==> config.mk <==
export PLATFORM = sky130hd
export DESIGN_NAME = wlr_dither
export DESIGN_NICKNAME = d
export VERILOG_FILES = /design/src/rtl/wlr_pkg.sv /design/src/rtl/wlr_lfsr.sv /design/src/rtl/wlr_channel.sv /design/src/rtl/wlr_dither.sv
export SDC_FILE = /design/constraint.sdc
export NUM_CORES = 1
export LEC_CHECK = 0
export BUFFER_PORTS_ARGS = -buffer_cell sky130_fd_sc_hd__buf_2
export CORE_UTILIZATION = 54
export CTS_CLUSTER_DIAMETER = 80
export CTS_CLUSTER_SIZE = 30
export DETAILED_ROUTE_END_ITERATION = 12
export PLACE_DENSITY = 0.77
export SYNTH_ARGS = -nofsm -noshare
export SYNTH_HDL_FRONTEND = slang
export SYNTH_SLANG_ARGS = --single-unit
==> constraint.sdc <==
create_clock -name clk -period 6 [get_ports clk]
set_input_delay 1.5 -clock clk [delete_from_list [all_inputs] [get_ports clk]]
set_output_delay 1.5 -clock clk [all_outputs]
set_load 0.01 [all_outputs]
==> src/rtl/wlr_pkg.sv <==
package wlr_pkg;
  localparam int SAMPLE_W = 24;
  localparam int MAX_DROP = 8;

  typedef enum logic [1:0] {
    WL_FULL = 2'b00,
    WL_18   = 2'b01,
    WL_20   = 2'b10,
    WL_16   = 2'b11
  } wl_sel_e;

  // number of low bits discarded for a select code
  function automatic int unsigned drop_bits(input logic [1:0] sel);
    case (wl_sel_e'(sel))
      WL_18:   return 6;
      WL_20:   return 4;
      WL_16:   return 8;
      default: return 0;
    endcase
  endfunction
endpackage

==> src/rtl/wlr_lfsr.sv <==
module wlr_lfsr #(
  parameter int          W    = 32,
  parameter logic [W-1:0] TAPS = 32'h8020_0003,
  parameter logic [W-1:0] SEED = 32'h1
) (
  input  logic         clk,
  input  logic         rst,
  input  logic         step,
  output logic [W-1:0] state
);
  always_ff @(posedge clk) begin
    if (rst)       state <= SEED;
    else if (step) state <= {1'b0, state[W-1:1]} ^ (state[0] ? TAPS : '0);
  end

  // a zero state would freeze the dither source (supports R6)
  assert_lfsr_live_R6: assert property (@(posedge clk) disable iff (rst) state != '0);
endmodule

==> src/rtl/wlr_channel.sv <==
module wlr_channel #(
  parameter int DATA_W = wlr_pkg::SAMPLE_W,
  parameter int LFSR_W = 32,
  parameter logic [LFSR_W-1:0] SEED_A = 32'h1,
  parameter logic [LFSR_W-1:0] SEED_B = 32'h2
) (
  input  logic              clk,
  input  logic              rst,
  input  logic              in_valid,
  input  logic [1:0]        sel,
  input  logic [DATA_W-1:0] sample,
  output logic [DATA_W-1:0] y_q,
  output logic              ovf_q
);
  localparam int SW = DATA_W + 2;
  localparam logic signed [SW-1:0] POS_LIM = {3'b000, {(DATA_W-1){1'b1}}};
  localparam logic signed [SW-1:0] NEG_LIM = {3'b111, {(DATA_W-1){1'b0}}};
  localparam logic [DATA_W-1:0] POS_CODE = {1'b0, {(DATA_W-1){1'b1}}};
  localparam logic [DATA_W-1:0] NEG_CODE = {1'b1, {(DATA_W-1){1'b0}}};

  logic [LFSR_W-1:0] st_a, st_b;
  logic [DATA_W-1:0] lowmask, ua, ub, y_d;
  logic signed [SW-1:0] dith, sum;
  logic ovf_d;

  wlr_lfsr #(.W(LFSR_W), .SEED(SEED_A)) u_src_a (
    .clk(clk), .rst(rst), .step(in_valid), .state(st_a));
  wlr_lfsr #(.W(LFSR_W), .SEED(SEED_B)) u_src_b (
    .clk(clk), .rst(rst), .step(in_valid), .state(st_b));

  always_comb begin
    lowmask = ~({DATA_W{1'b1}} << wlr_pkg::drop_bits(sel));
    ua      = st_a[DATA_W-1:0] & lowmask;
    ub      = st_b[DATA_W-1:0] & lowmask;
    dith    = $signed({2'b00, ua}) - $signed({2'b00, ub});
    sum     = $signed({{2{sample[DATA_W-1]}}, sample}) + dith;
    if (sum > POS_LIM) begin
      y_d   = POS_CODE & ~lowmask;
      ovf_d = 1'b1;
    end else if (sum < NEG_LIM) begin
      y_d   = NEG_CODE;
      ovf_d = 1'b1;
    end else begin
      y_d   = sum[DATA_W-1:0] & ~lowmask;
      ovf_d = 1'b0;
    end
  end

  always_ff @(posedge clk) begin
    if (rst) begin
      y_q   <= '0;
      ovf_q <= 1'b0;
    end else if (in_valid) begin
      y_q   <= y_d;
      ovf_q <= ovf_d;
    end
  end

  assert_pass_R3: assert property (@(posedge clk) disable iff (rst)
    (in_valid && sel == 2'b00) |=> (y_q == $past(sample) && !ovf_q));
  assert_hold_R2: assert property (@(posedge clk) disable iff (rst)
    !in_valid |=> ($stable(y_q) && $stable(ovf_q)));
  assert_clamp_R7: assert property (@(posedge clk) disable iff (rst)
    (in_valid && ovf_d) |=> (y_q == NEG_CODE || y_q[DATA_W-1] == 1'b0));
  assert_no_ovf_full_R8: assert property (@(posedge clk) disable iff (rst)
    (in_valid && sel == 2'b00) |=> !ovf_q);
endmodule

==> src/rtl/wlr_dither.sv <==
module wlr_dither #(
  parameter int DATA_W = wlr_pkg::SAMPLE_W,
  parameter int LFSR_W = 32,
  parameter logic [LFSR_W-1:0] SEED_BASE = 32'h1357_9BDF
) (
  input  logic              clk,
  input  logic              rst,
  input  logic              in_valid,
  input  logic [1:0]        wl_sel,
  input  logic [DATA_W-1:0] in_left,
  input  logic [DATA_W-1:0] in_right,
  output logic              out_valid,
  output logic [DATA_W-1:0] out_left,
  output logic [DATA_W-1:0] out_right,
  output logic              ovf_left,
  output logic              ovf_right
);
  localparam int NCH = 2;

  logic [DATA_W-1:0] smp [NCH];
  logic [DATA_W-1:0] res [NCH];
  logic              ovf [NCH];

  assign smp[0] = in_left;
  assign smp[1] = in_right;

  for (genvar c = 0; c < NCH; c++) begin : g_ch
    wlr_channel #(
      .DATA_W(DATA_W), .LFSR_W(LFSR_W),
      .SEED_A(SEED_BASE ^ LFSR_W'(32'h0F1E_2D3C * (2*c + 1))),
      .SEED_B(SEED_BASE ^ LFSR_W'(32'h5A69_7887 * (2*c + 2)))
    ) u_ch (
      .clk(clk), .rst(rst), .in_valid(in_valid), .sel(wl_sel),
      .sample(smp[c]), .y_q(res[c]), .ovf_q(ovf[c]));
  end

  always_ff @(posedge clk) begin
    if (rst) out_valid <= 1'b0;
    else     out_valid <= in_valid;
  end

  assign out_left  = res[0];
  assign out_right = res[1];
  assign ovf_left  = ovf[0];
  assign ovf_right = ovf[1];

  assert_latency_R2: assert property (@(posedge clk) disable iff (rst)
    in_valid |=> out_valid);
  assert_no_spur_R2: assert property (@(posedge clk) disable iff (rst)
    !in_valid |=> !out_valid);
endmodule

Yosys cells after proc, flatten, opt, wreduce, memory -nomap -nowiden
Index checks and enable logic that the tools add are counted.
{"block": "op_classes", "eq_ne": 3, "n_mux": 13, "n_addsub": 4, "shifts": 1, "magnitude_cmp": 4, "bitwise_logic": 12}
{"cell": "$and 24x24->24", "count": 6}
{"cell": "$mux 32", "count": 4}
{"cell": "$xor 31x32->32", "count": 4}
{"cell": "$mux 24", "count": 4}
{"cell": "$add 24x25->26", "count": 2}
{"cell": "$gt 26x24->1 const B", "count": 2}
{"cell": "$lt 26x24->1 const B", "count": 2}
{"cell": "$sub 24x24->25", "count": 2}
{"cell": "$not 24->24", "count": 2}
{"cell": "$shl 24x32->24 const A", "count": 1}
{"cell": "$pmux 4 s3", "count": 1}
{"cell": "$eq 2x2->1 const B", "count": 2}
{"cell": "$mux 1", "count": 4}
{"cell": "$eq 2x1->1 const B", "count": 1}
{"block": "totals", "output_inout_bits": 51, "word_cells": 46, "regBits": 179}

Longest topological paths before layout
Gate-level depths: netlist (run 1).
{"block": "depth", "depth_word": 10, "ltp_mapped": 28, "mapped_depth_nobuf": 24}

Cells and area by module
Synthesis (run 1) repeated with hierarchy kept, for this count alone.
{"block": "unflattened", "cells_unflattened": 1252, "area_unflattened_um2": 11148.2}
{"module": "wlr_channel (g_ch[1].u_ch)", "seq_area_each_um2": 500.5, "instances": 1, "cells_per_inst": 422, "area_per_inst_um2": 3284.4}
{"module": "wlr_channel (g_ch[0].u_ch)", "seq_area_each_um2": 500.5, "instances": 1, "cells_per_inst": 398, "area_per_inst_um2": 3066.7}
{"module": "wlr_lfsr (g_ch[0].u_ch.u_src_a ...)", "seq_area_each_um2": 640.6, "instances": 2, "cells_per_inst": 107, "area_per_inst_um2": 1192.4}
{"module": "wlr_lfsr (g_ch[1].u_ch.u_src_b)", "seq_area_each_um2": 640.6, "instances": 1, "cells_per_inst": 109, "area_per_inst_um2": 1196.1}
{"module": "wlr_lfsr (g_ch[0].u_ch.u_src_b)", "seq_area_each_um2": 640.6, "instances": 1, "cells_per_inst": 107, "area_per_inst_um2": 1182.4}
{"module": "wlr_dither", "seq_area_each_um2": 20.0, "instances": 1, "cells_per_inst": 2, "area_per_inst_um2": 33.8}

Worst setup path after synthesis (run 1)
No wires, ideal clock.
{"block": "synth_timing", "kind": "input port to flip-flop", "startpoint": "input wl_sel[0]", "endpoint": "register g_ch[1].u_ch.y_q[10]", "stages": 27, "setup_ns": 0.122, "required_ns": 5.878, "arrival_time_ns": 6.395, "path_slack_ns": -0.516, "path_cell_list": "or2_2 -> clkbuf_1 -> clkbuf_1 -> nand2_1 -> ha_1 -> inv_1 -> fa_1 -> a21o_1 -> a21oi_1 -> o21bai_1 -> a21oi_1 -> nor2b_1 -> o2111ai_1 -> nand2_1 -> o41a_1 -> a31oi_1 -> ha_1 -> a21o_1 -> a21oi_1 -> a21oi_1 -> a31o_2 -> a21boi_0 -> mux2i_4 -> o21ai_4 -> and2_4 -> buf_6 -> a221o_1"}
{"block": "synth_via", "elab_chain_cells": 10, "elab_cells_between_ends": 16, "classes_between": "add/sub (2); order compare (2); eq/ne (3); shift (1); mux (3); bitwise (5)"}
{"element": "start, declared", "line": "wlr_dither.sv:9", "rtl": "input logic [1:0] wl_sel,"}
{"element": "$eq 2x2->1 or $eq 2x1->1 (tied branches)", "line": "wlr_pkg.sv:14", "rtl": "case (wl_sel_e'(sel))"}
{"element": "$pmux 4 s3 *", "line": "wlr_pkg.sv:14"}
{"element": "$shl 24x32->24 *", "line": "wlr_channel.sv:32", "rtl": "lowmask = ~({DATA_W{1'b1}} << wlr_pkg::drop_bits(sel));"}
{"element": "$not 24->24 *", "line": "wlr_channel.sv:32"}
{"element": "$and 24x24->24, on equally long branches", "line": "wlr_channel.sv:33, wlr_channel.sv:34"}
{"element": "$sub 24x24->25", "line": "wlr_channel.sv:35", "rtl": "dith = $signed({2'b00, ua}) - $signed({2'b00, ub});"}
{"element": "$add 24x25->26", "line": "wlr_channel.sv:36", "rtl": "sum = $signed({{2{sample[DATA_W-1]}}, sample}) + dith;"}
{"element": "$lt 26x24->1 or $and 24x24->24 (tied branches)", "line": "wlr_channel.sv:40, wlr_channel.sv:44"}
{"element": "$mux 24", "line": "wlr_channel.sv:40", "rtl": "end else if (sum < NEG_LIM) begin"}
{"element": "$mux 24 *", "line": "wlr_channel.sv:37", "rtl": "if (sum > POS_LIM) begin"}
{"element": "end signal, assigned", "line": "wlr_channel.sv:54", "rtl": "y_q <= y_d;"}
{"element": "end, declared", "line": "wlr_channel.sv:12", "rtl": "output logic [DATA_W-1:0] y_q,"}
Mark *: on every way between the ends. The rest lies on a longest branch, timed or not.
A chain may end at the register's enable or synchronous reset.

Worst setup path after layout (run 1)
{"block": "layout_timing", "startpoint": "input wl_sel[0]", "endpoint": "register g_ch[1].u_ch.y_q[14]"}
The elaborated chain is that of the path after synthesis.

==> reports/qor.csv, run 1 <==
stage;metric;value;unit
yosys;synth_edf_count;0;
critical_path;cp_slowest_cell;o41a_1;
critical_path;timing_worst_setup_path_type;input pin to flip-flop;
timing;max_clock_freq;165;MHz
finish;area.growth.synth_to_final;28.5;%
clocking;clock-root-buffer;clkbuf_16;
critical_path;setup.worst_path.start_class;input pin;
route;wire_per_inst;15.1;um
yosys;cell_taking_the_most_area_after_synthesis;dfxtp_1;
floorplan;die_width;142;um
clocking;tritoncts;built;
clocking;worst_setup_hold_path_clk_slew;0.07;ns
yosys;post_synth_mux_area_share;0.0573;
timing;maxSlewHeadroom;0.394;
grt;grt_use_total;0.251;
timing;post-route-worst-setup-slack;-0.0586;ns
yosys;synth-compound-area-share;0.228;
grt;grt_pass1_vias;8809;
critical_path;cp_max_fo;12;
floorplan;core.rowCount;50;
timing;setup_tns;-0.611;ns
timing;timing.final.crit_period;6.06;ns
timing;post-route-period-util;1.01;
yosys;synth-xor-area-share;0.0540;
timing;setup-violations-final;18;
yosys;synth_ff_type;dfxtp_1;
yosys;post-synth-top-area-fraction;0.341;
timing;final-max-slew-violation-count;0;
run_status;violations_in_the_final_reports;setup timing;
critical_path;critical_path.top_delay_family;compound AO/OA/AOI/OAI gates;
clocking;clock_tree.buffer_depth;2;
finish;fillCellCount;1419;
placed_design;place_hpwl;17.9;mm
critical_path;required;6.37;ns
floorplan;die_h;142;um
yosys;synth.lib_cells_used.distinct;68;
power_and_ir_drop;pwr_density_cell;325;nW/um^2
critical_path;critical_path.cell_chain;buf_8 > or2_4 > nand2_4 > ha_4 > inv_2 > fa_2 > a21o_1 > a21oi_2 > o21bai_1 > a21oi_1 > nor2b_1 > o2111ai_1 > nand2_1 > o41a_1 > a31oi_4 > ha_4 > o2111ai_1 > o221ai_1 > o22ai_2 > o41a_1 > buf_4 > a21oi_2 > and2_4 > a221o_1;
yosys;synth_simple_gate_area_share;0.178;
yosys;post_synthesis_adder_cell_area_fraction;0.105;
clocking;ctsHoldBuffers;0;
power_and_ir_drop;max-vdd-ir-drop;0.320;mV
grt;antenna_violations_before_repair;0;
route;route.detailed.drc;0;
clocking;clock_latency;0.44;ns
route;drt-vias-per-instance;5.52;
grt;grt-ovfl-total;0;
yosys;ys_warn_count;0;
clocking;tritoncts_num_sinks;179;
finish;net_total_in_the_final_layout;1586;
power_and_ir_drop;total_leakage_power;6.17;nW
job;max_cap_viol_count;0;
yosys;ys_seq_area_frac;0.341;
yosys;asyncSetResetFlopFracSynth;0;
yosys;postSynthCellCount;1213;
route;drt_pass1_iterations;5;
yosys;yosys_register_bits;179;
placed_design;place.detailed.instances;1672;
timing;final-hold-violation-count;0;
route;detail_route.iter0.violations;456;
critical_path;worstPathBufferInverterCount;3;
yosys;synth_area_per_cell;8.67;um^2
grt;grt_start_max_net_pins;91;
timing;setup_repair_after_global_routing_missed_its_margin;true;
yosys;synth_area;10500;um^2
route;route.final.wire_length;26.0;mm
timing;max_slew.worst_pin.slew;0.909;ns
clocking;cts_made_buffers;17;
placed_design;number_of_port_buffers;103;
run_status;run_status;finished, violations left;
timing;finalClockSkew;0.0112;ns
finish;final_cell_count_no_fill;1720;
critical_path;cp_data_arrival_time;6.43;ns
yosys;synth_top_family_by_area;compound AO/OA/AOI/OAI gates;
grt;grt_first_pass_wirelength;40.7;mm
floorplan;core_area;18900;um^2
route;ant_nets;0;
placed_design;gp_congestion;0.975;
floorplan;io_pins;104;
floorplan;die-area;20000;um^2
route;vias;9499;
finish;antenna_cells;0;
clocking;cts_max_level;4;
hold_path;hold_path.class;flip-flop to flip-flop;
critical_path;crit_path_max_incr_delay;0.55;ns
finish;drive_above_1_share;0.261;
yosys;synthTopCellsByArea;dfxtp_1 (34%), ha_1 (9.8%), mux2i_1 (5.5%), a211o_1 (5.4%), nor2_1 (5.2%);
floorplan;initial_utilization;0.557;
critical_path;crit_path_end_kind;flip-flop;
==> worst register-to-register path: cells and delay by family, from the launching register on <==
kind / cells / cell delay, ns
compound gates: 13 / 3.05
fa+ha+maj: 3 / 0.71
buf+inv: 2 / 0.21
flops: 1 / 0.48
simple gates: 4 / 0.70
==> report_power, final <==
group,internal [mW],switching (mW)
logic,0.868,0.917
registers,1.32,0.0738
clock network,0.696,0.517
total,2.88,1.51
==> state kept, by name, summed over array words and instances (netlist names) <==
name and cells:
g_ch.u_ch.ovf_q 2, g_ch.u_ch.u_src_a.state 64, g_ch.u_ch.u_src_b.state 64, g_ch.u_ch.y_q 48
out_valid 1
==> path summary, 6_finish.rpt <==
path	from	end	slack, ns	cells after the start
max	wl_sel[0]	g_ch[1].u_ch.y_q[14]	-0.06	24
min	g_ch[0].u_ch.u_src_a.state[10]	g_ch[0].u_ch.u_src_a.state[9]	0.45	1
max reg2reg	g_ch[1].u_ch.u_src_b.state[0]	g_ch[1].u_ch.y_q[14]	0.79	22
min reg2reg	g_ch[0].u_ch.u_src_a.state[10]	g_ch[0].u_ch.u_src_a.state[9]	0.45	1
==> placed cells by master, fill, tap and decap left out, types with 12 or more instances in the layout <==
cell type  synthesis  layout
dfxtp_1          179     179
nor2_1           145     145
buf_4              2     141
buf_2              3     100
nand2_1           84      82
ha_1              82      72
nor2b_1           68      67
a211o_1           65      64
a21oi_1           73      59
mux2i_1           58      58
xnor2_1           48      46
inv_1             33      31
a211oi_1          35      29
o21ai_0           35      26
conb_1             2      24
nor3_1            18      18
clkbuf_16          0      18
nand3_1           17      17
a21o_1            16      16
and2_1            18      15
xor2_1            15      14
and3_1            15      13
a21oi_2            2      13
a221o_1           13      13
o21bai_1          15      12
a31oi_1           14      12
==> per-stage QoR <==
step	util	hold WS (ns)	power (mW)	worst slack (ns)	instance area (um^2)
detailed placement	0.653	0.442	3.02	-0.545	12300
global placement	0.653	0.437	2.99	-0.407	12300
finish	0.715	0.455	4.39	-0.0586	13500
CTS	0.688	0.454	4.24	0.0281	13000
global route	0.715	0.475	4.64	-0.160	13500
floorplan	-	0.431	2.48	-0.234	10700
==> layout make-up <==
cell class | count | area (um^2) | area share
Timing Repair Buffer | 251 | 1700 | 0.126
Clock inverter | 13 | 189 | 0.0140
Inverter | 33 | 124 | 0.00917
Tap cell | 260 | 325 | 0.0241
Clock buffer | 19 | 453 | 0.0335
Sequential cell | 179 | 3580 | 0.265
Multi-Input combinational cell | 965 | 7140 | 0.528
==> metal layers <==
metal | up-vias | routed length (um) | track usage
li1 | 4788 | - | -
met3 | 53 | 1300 | 0.0385
met2 | 233 | 12500 | 0.429
met5 | - | 0 | 0
met4 | 0 | 725 | 0.0968
met1 | 4425 | 11500 | 0.317
==> cells by family after synthesis <==
family                     count (synthesis)
buffers and inverters                     93
adders and majority gates                 86
xor gates and xnor gates                  64
and+or+nand+nor                          395
other                                      2
DFF                                      179
AOI/OAI and AO/OA                        335
muxes                                     59
==> what timing repair did <==
item	4_1_cts	5_1_grt
setup endpoints to repair	33	49
setup buffers	0	12
resized for setup	7	84
pin swaps	2	61
cloned	0	4
==> synthesized netlist by cell type (2+ instances only) <==
master / number
a21oi_1: 73
a221oi_1: 2
o31a_1: 3
a221o_1: 13
nand4_1: 5
nor3b_1: 3
and3_1: 15
a211o_1: 65
inv_1: 33
nand2_1: 84
dfxtp_1: 179
clkbuf_1: 46
conb_1: 2
or2_2: 4
nand2b_1: 7
buf_2: 3
o21a_1: 12
nor3_1: 18
buf_1: 7
ha_1: 82
o21bai_1: 15
or3_1: 4
buf_6: 2
mux2i_1: 58
o2111ai_1: 3
a21oi_2: 2
a31o_2: 7
nor2_1: 145
xor2_1: 15
o31ai_1: 6
nand3_1: 17
a21boi_0: 5
o211ai_1: 4
xnor2_1: 48
a21o_1: 16
o21ai_1: 7
o41a_1: 3
nor2b_1: 68
a31oi_1: 14
and2_1: 18
fa_1: 4
o21ai_0: 35
buf_4: 2
a211oi_1: 35
Note: power is estimated with default switching activity, not from simulation.
==> run 2, diff against run 1 <==
--- a/config.mk
+++ b/config.mk
@@ -6,11 +6,11 @@
 export NUM_CORES = 1
 export LEC_CHECK = 0
 export BUFFER_PORTS_ARGS = -buffer_cell sky130_fd_sc_hd__buf_2
-export CORE_UTILIZATION = 54
+export CORE_UTILIZATION = 50
 export CTS_CLUSTER_DIAMETER = 80
 export CTS_CLUSTER_SIZE = 30
 export DETAILED_ROUTE_END_ITERATION = 12
-export PLACE_DENSITY = 0.77
+export PLACE_DENSITY = 0.72
 export SYNTH_ARGS = -nofsm -noshare
 export SYNTH_HDL_FRONTEND = slang
 export SYNTH_SLANG_ARGS = --single-unit
==> reports/qor.csv, run 2 (synthesis results as in run 1) <==
stage;metric;value;unit
floorplan;initial_utilization;0.515;
clocking;worst_setup_hold_path_clk_slew;0.07;ns
critical_path;timing_worst_setup_path_type;input pin to flip-flop;
timing;post-route-worst-setup-slack;-0.0739;ns
power_and_ir_drop;power.share.combinational;0.433;
finish;layout_common_cells;dfxtp_1 (179), buf_4 (158), nor2_1 (144), buf_2 (99), nand2_1 (77);
critical_path;cp_slowest_cell;o41a_1;
power_and_ir_drop;total_power;4.41;mW
floorplan;core_area;20400;um^2
timing;timing.final.crit_period;6.07;ns
clocking;tritoncts_num_sinks;179;
finish;final_cell_count_no_fill;1753;
power_and_ir_drop;power.sequential.fraction;0.315;
power_and_ir_drop;total_leakage_power;6.28;nW
grt;grt_pass1_vias;8817;
timing;post-route-period-util;1.01;
grt;grt_start_max_net_pins;104;
finish;largestRegisters;g_ch.u_ch.u_src_a.state (64), g_ch.u_ch.u_src_b.state (64), g_ch.u_ch.y_q (48);
route;ant_nets;0;
grt;grt_first_pass_wirelength;41.8;mm
run_status;run_status;finished, violations left;
timing;maxSlewHeadroom;0.350;
timing;max_slew.worst_pin.slew;0.976;ns
timing;setup-violations-final;26;
floorplan;die_width;147;um
critical_path;critical_path.top_delay_family;compound AO/OA/AOI/OAI gates;
run_status;violations_in_the_final_reports;setup timing;
power_and_ir_drop;p_sw_frac;0.354;
critical_path;crit_path_end_kind;flip-flop;
timing;final-max-slew-violation-count;0;
finish;fillCellCount;1621;
placed_design;number_of_port_buffers;103;
clocking;clock-root-buffer;clkbuf_16;
route;wire_per_inst;15.0;um
finish;post-route-util;0.681;
clocking;cts_max_level;4;
placed_design;place.detailed.instances;1690;
route;detail_route.iter0.violations;524;
placed_design;placed_area;12400;um^2
clocking;clock_latency;0.44;ns
placed_design;gp_congestion;0.918;
grt;antenna_violations_before_repair;0;
placed_design;place_hpwl;17.9;mm
job;max_cap_viol_count;0;
critical_path;crit_path_max_incr_delay;0.52;ns
floorplan;die-area;21600;um^2
finish;area.growth.synth_to_final;32.4;%
critical_path;cp_max_fo;6;
clocking;clock_tree.buffer_depth;2;
critical_path;reg2reg_depth;26;
timing;finalClockSkew;0.0193;ns
clocking;cts_made_buffers;17;
route;route.final.wire_length;26.3;mm
hold_path;min_path_cells;1;
grt;grt-ovfl-total;0;
critical_path;crit_cells;29;
timing;setup_repair_after_global_routing_missed_its_margin;true;
power_and_ir_drop;clock_power_share;0.252;
finish;antenna_cells;0;
critical_path;cp_data_arrival_time;6.39;ns
floorplan;die_h;147;um
clocking;tritoncts;built;
timing;final-hold-violation-count;0;
critical_path;setup.worst_path.start_class;input pin;
critical_path;worstPathBufferInverterCount;6;
finish;net_total_in_the_final_layout;1609;
finish;most_common_library_cell_in_the_layout_ignoring_fill_and_taps;dfxtp_1;
floorplan;io_pins;104;
power_and_ir_drop;pwr_density_cell;317;nW/um^2
power_and_ir_drop;cell_internal_pwr;2.85;mW
finish;stdcell_area;13900;um^2
timing;setup_tns;-0.969;ns
floorplan;core.rowCount;52;
power_and_ir_drop;max-vdd-ir-drop;0.212;mV
timing;max_clock_freq;165;MHz
route;vias;9571;
route;drt-vias-per-instance;5.46;
hold_path;hold_path.class;flip-flop to flip-flop;
finish;drive_above_1_share;0.300;
route;route.detailed.drc;0;
grt;grt_use_total;0.235;
route;drt_pass1_iterations;6;
power_and_ir_drop;p_switching;1.56;mW
timing;finalHoldWorstSlack;0.455;ns
critical_path;required;6.32;ns
placed_design;detailedPlace.worstSlack;-0.655;ns
run 2: cell type report:
class	count	area (um^2)	share of cell area
repair buffers	275	1910	0.137
clock buffers	19	443	0.0318
inverters	33	124	0.00890
flip-flops and latches	179	3580	0.257
well taps	270	338	0.0243
clock inverters	13	139	0.00998
multi-input cells	964	7380	0.530
run 2: per-layer routing:
metal	routed length, um	GRT usage
met4	482	0.0716
met3	1300	0.0332
met5	0	0
met1	11900	0.310
met2	12600	0.396
run 2: worst paths after layout:
check	startpoint	end	slack (ns)
worst max-delay path	wl_sel[1]	g_ch[1].u_ch.y_q[1]	-0.07
worst min-delay path	g_ch[1].u_ch.u_src_a.state[19]	g_ch[1].u_ch.u_src_a.state[18]	0.45
worst max register to register	g_ch[1].u_ch.u_src_b.state[0]	g_ch[1].u_ch.y_q[1]	0.90
worst min register to register	g_ch[1].u_ch.u_src_a.state[19]	g_ch[1].u_ch.u_src_a.state[18]	0.45
run 2: worst reg2reg max path: stages, from the launching register on:
cell	delay (ns)
dfxtp_1	0.45
and2_1	0.21
ha_4	0.15
inv_2	0.03
fa_2	0.33
a21o_1	0.20
a21oi_2	0.15
o21bai_1	0.09
a21oi_2	0.18
nor2b_2	0.07
o2111ai_1	0.17
nand2_1	0.09
o41a_1	0.52
buf_4	0.22
xor2_4	0.20
ha_4	0.16
buf_6	0.11
a21oi_4	0.04
o21ai_4	0.20
nand2b_4	0.17
a22oi_2	0.07
a211o_1	0.25
and3_4	0.18
buf_4	0.13
and3b_1	0.16
a21o_1	0.18
a221o_1	0.29
run 2: power by group through the flow:
| stage | Combinational, mW | Sequential, mW | Clock, mW |
|---|---|---|---|
| global route | 2.09 | 1.40 | 1.18 |
| CTS | 1.66 | 1.39 | 1.13 |
| detailed placement | 1.63 | 1.41 | 0 |
| finish | 1.91 | 1.39 | 1.11 |
| global placement | 1.61 | 1.41 | 0 |
| floorplan | 1.05 | 1.43 | 0 |
run 2: timing repair:
action                                  in CTS  in global routing
hold buffers                                 0                  0
cloned                                       0                  2
resized for setup                           14                137
endpoints found under the setup margin      39                 49
pin swaps                                   12                 78
setup buffers                                1                 29
==> run 3, diff against run 2 <==
--- a/config.mk
+++ b/config.mk
@@ -11,6 +11,7 @@
 export CTS_CLUSTER_SIZE = 30
 export DETAILED_ROUTE_END_ITERATION = 12
 export PLACE_DENSITY = 0.72
+export RECOVER_POWER = 25
 export SYNTH_ARGS = -nofsm -noshare
 export SYNTH_HDL_FRONTEND = slang
 export SYNTH_SLANG_ARGS = --single-unit
==> reports/qor.csv, run 3 (synthesis results as in run 1) <==
stage;metric;value;unit
finish;area.growth.synth_to_final;31.9;%
grt;grt_pass1_vias;8817;
route;detail_route.iter0.violations;513;
grt;antenna_violations_before_repair;0;
timing;final-hold-violation-count;0;
critical_path;cp_slowest_cell;o41a_1;
timing;post-route-period-util;1.01;
finish;net_total_in_the_final_layout;1609;
timing;final-max-slew-violation-count;0;
critical_path;worstPathBufferInverterCount;4;
clocking;worst_setup_hold_path_clk_slew;0.07;ns
hold_path;hold_path.class;flip-flop to flip-flop;
timing;post-route-worst-setup-slack;-0.0816;ns
clocking;ctsHoldBuffers;0;
placed_design;place_hpwl;17.9;mm
floorplan;core.rowCount;52;
finish;antenna_cells;0;
finish;drive_above_1_share;0.272;
critical_path;cp_data_arrival_time;6.40;ns
finish;largestRegisters;g_ch.u_ch.u_src_a.state (64), g_ch.u_ch.u_src_b.state (64), g_ch.u_ch.y_q (48);
critical_path;crit_path_max_incr_delay;0.52;ns
timing;finalClockSkew;0.0192;ns
timing;maxSlewHeadroom;0.353;
timing;setup-violations-final;31;
power_and_ir_drop;pwr_density_cell;317;nW/um^2
clocking;clock-root-buffer;clkbuf_16;
finish;most_common_library_cell_in_the_layout_ignoring_fill_and_taps;dfxtp_1;
critical_path;required;6.32;ns
power_and_ir_drop;total_power;4.40;mW
route;wire_per_inst;15.1;um
clocking;tritoncts;built;
job;max_cap_viol_count;0;
timing;max_clock_freq;164;MHz
placed_design;gp_congestion;0.918;
floorplan;core_area;20400;um^2
placed_design;number_of_port_buffers;103;
floorplan;die_h;147;um
floorplan;io_pins;104;
grt;grt_start_max_net_pins;104;
timing;max_slew.worst_pin.slew;0.970;ns
floorplan;initial_utilization;0.515;
critical_path;cp_max_fo;6;
route;vias;9599;
power_and_ir_drop;total_leakage_power;6.13;nW
route;ant_nets;0;
critical_path;timing_worst_setup_path_type;input pin to flip-flop;
clocking;cts_made_buffers;17;
clocking;clock_tree.buffer_depth;2;
timing;setup_repair_after_global_routing_missed_its_margin;true;
grt;grt_first_pass_wirelength;41.8;mm
grt;grt-ovfl-total;0;
clocking;tritoncts_num_sinks;179;
timing;timing.final.crit_period;6.08;ns
route;drt-vias-per-instance;5.48;
clocking;cts_max_level;4;
finish;post-route-util;0.679;
finish;layout_common_cells;dfxtp_1 (179), buf_4 (158), nor2_1 (144), nand2_1 (77), ha_1 (72);
route;route.final.wire_length;26.4;mm
route;route.detailed.drc;0;
clocking;clock_latency;0.44;ns
power_and_ir_drop;max-vdd-ir-drop;0.212;mV
floorplan;die_width;147;um
critical_path;crit_path_end_kind;flip-flop;
floorplan;die-area;21600;um^2
timing;finalHoldWorstSlack;0.455;ns
run_status;run_status;finished, violations left;
grt;grt_use_total;0.235;
critical_path;critical_path.top_delay_family;compound AO/OA/AOI/OAI gates;
route;drt_pass1_iterations;5;
critical_path;cpMostUsedCell;a21oi_2;
critical_path;setup.worst_path.start_class;input pin;
run_status;violations_in_the_final_reports;setup timing;
-- run 3: routing by layer --
layer / routed length, um / part of all wire / GRT usage / vias up
met2: 12700 / 0.48 / 0.396 / 218
met5: 0 / 0 / 0 / -
met3: 1280 / 0.049 / 0.0332 / 40
met1: 12000 / 0.45 / 0.310 / 4486
met4: 481 / 0.018 / 0.0716 / 0
li1: - / - / - / 4855
-- run 3: path summary, 6_finish.rpt --
check                                  from                             end  slack, ns  cells after the start
max                               wl_sel[1]             g_ch[1].u_ch.y_q[1]      -0.08                     27
min          g_ch[1].u_ch.u_src_b.state[12]  g_ch[1].u_ch.u_src_b.state[11]       0.45                      1
max reg2reg   g_ch[1].u_ch.u_src_b.state[0]             g_ch[1].u_ch.y_q[1]       0.89                     24
min reg2reg  g_ch[1].u_ch.u_src_b.state[12]  g_ch[1].u_ch.u_src_b.state[11]       0.45                      1
-- run 3: cell type report --
cell class | instances | area, um^2
fill | 1646 | 6560
inverter | 33 | 124
multi-input combinational | 964 | 7380
clock inverter | 13 | 139
timing repair buffer | 275 | 1860
sequential | 179 | 3580
tap | 270 | 338
clock buffer | 19 | 443
-- run 3: where the power goes --
group / switching (mW) / total, mW / leakage [nW] / internal, mW
Combinational: 0.977 / 1.90 / 4.36 / 0.920
Clock: 0.514 / 1.11 / 0.286 / 0.599
Sequential: 0.0765 / 1.39 / 1.49 / 1.32
-- run 3: what timing repair did --
action | in CTS | in global routing
buffers inserted | 1 | 29
pin swaps | 12 | 78
gates resized for setup | 14 | 137
gates cloned | 0 | 2
endpoints found under the setup margin | 39 | 49
-- run 3: per-stage QoR --
stage	TNS (ns)	area, um^2	instances	setup slack, ns
6_report	-1.09	13900	1753	-0.0816
5_1_grt	-8.57	13900	1753	-0.251
4_1_cts	0	13000	1723	0.0173
3_5_place_dp	-25.88	12400	1690	-0.655
3_3_place_gp	-21.19	12400	1690	-0.574
2_1_floorplan	-2.57	10700	1235	-0.234
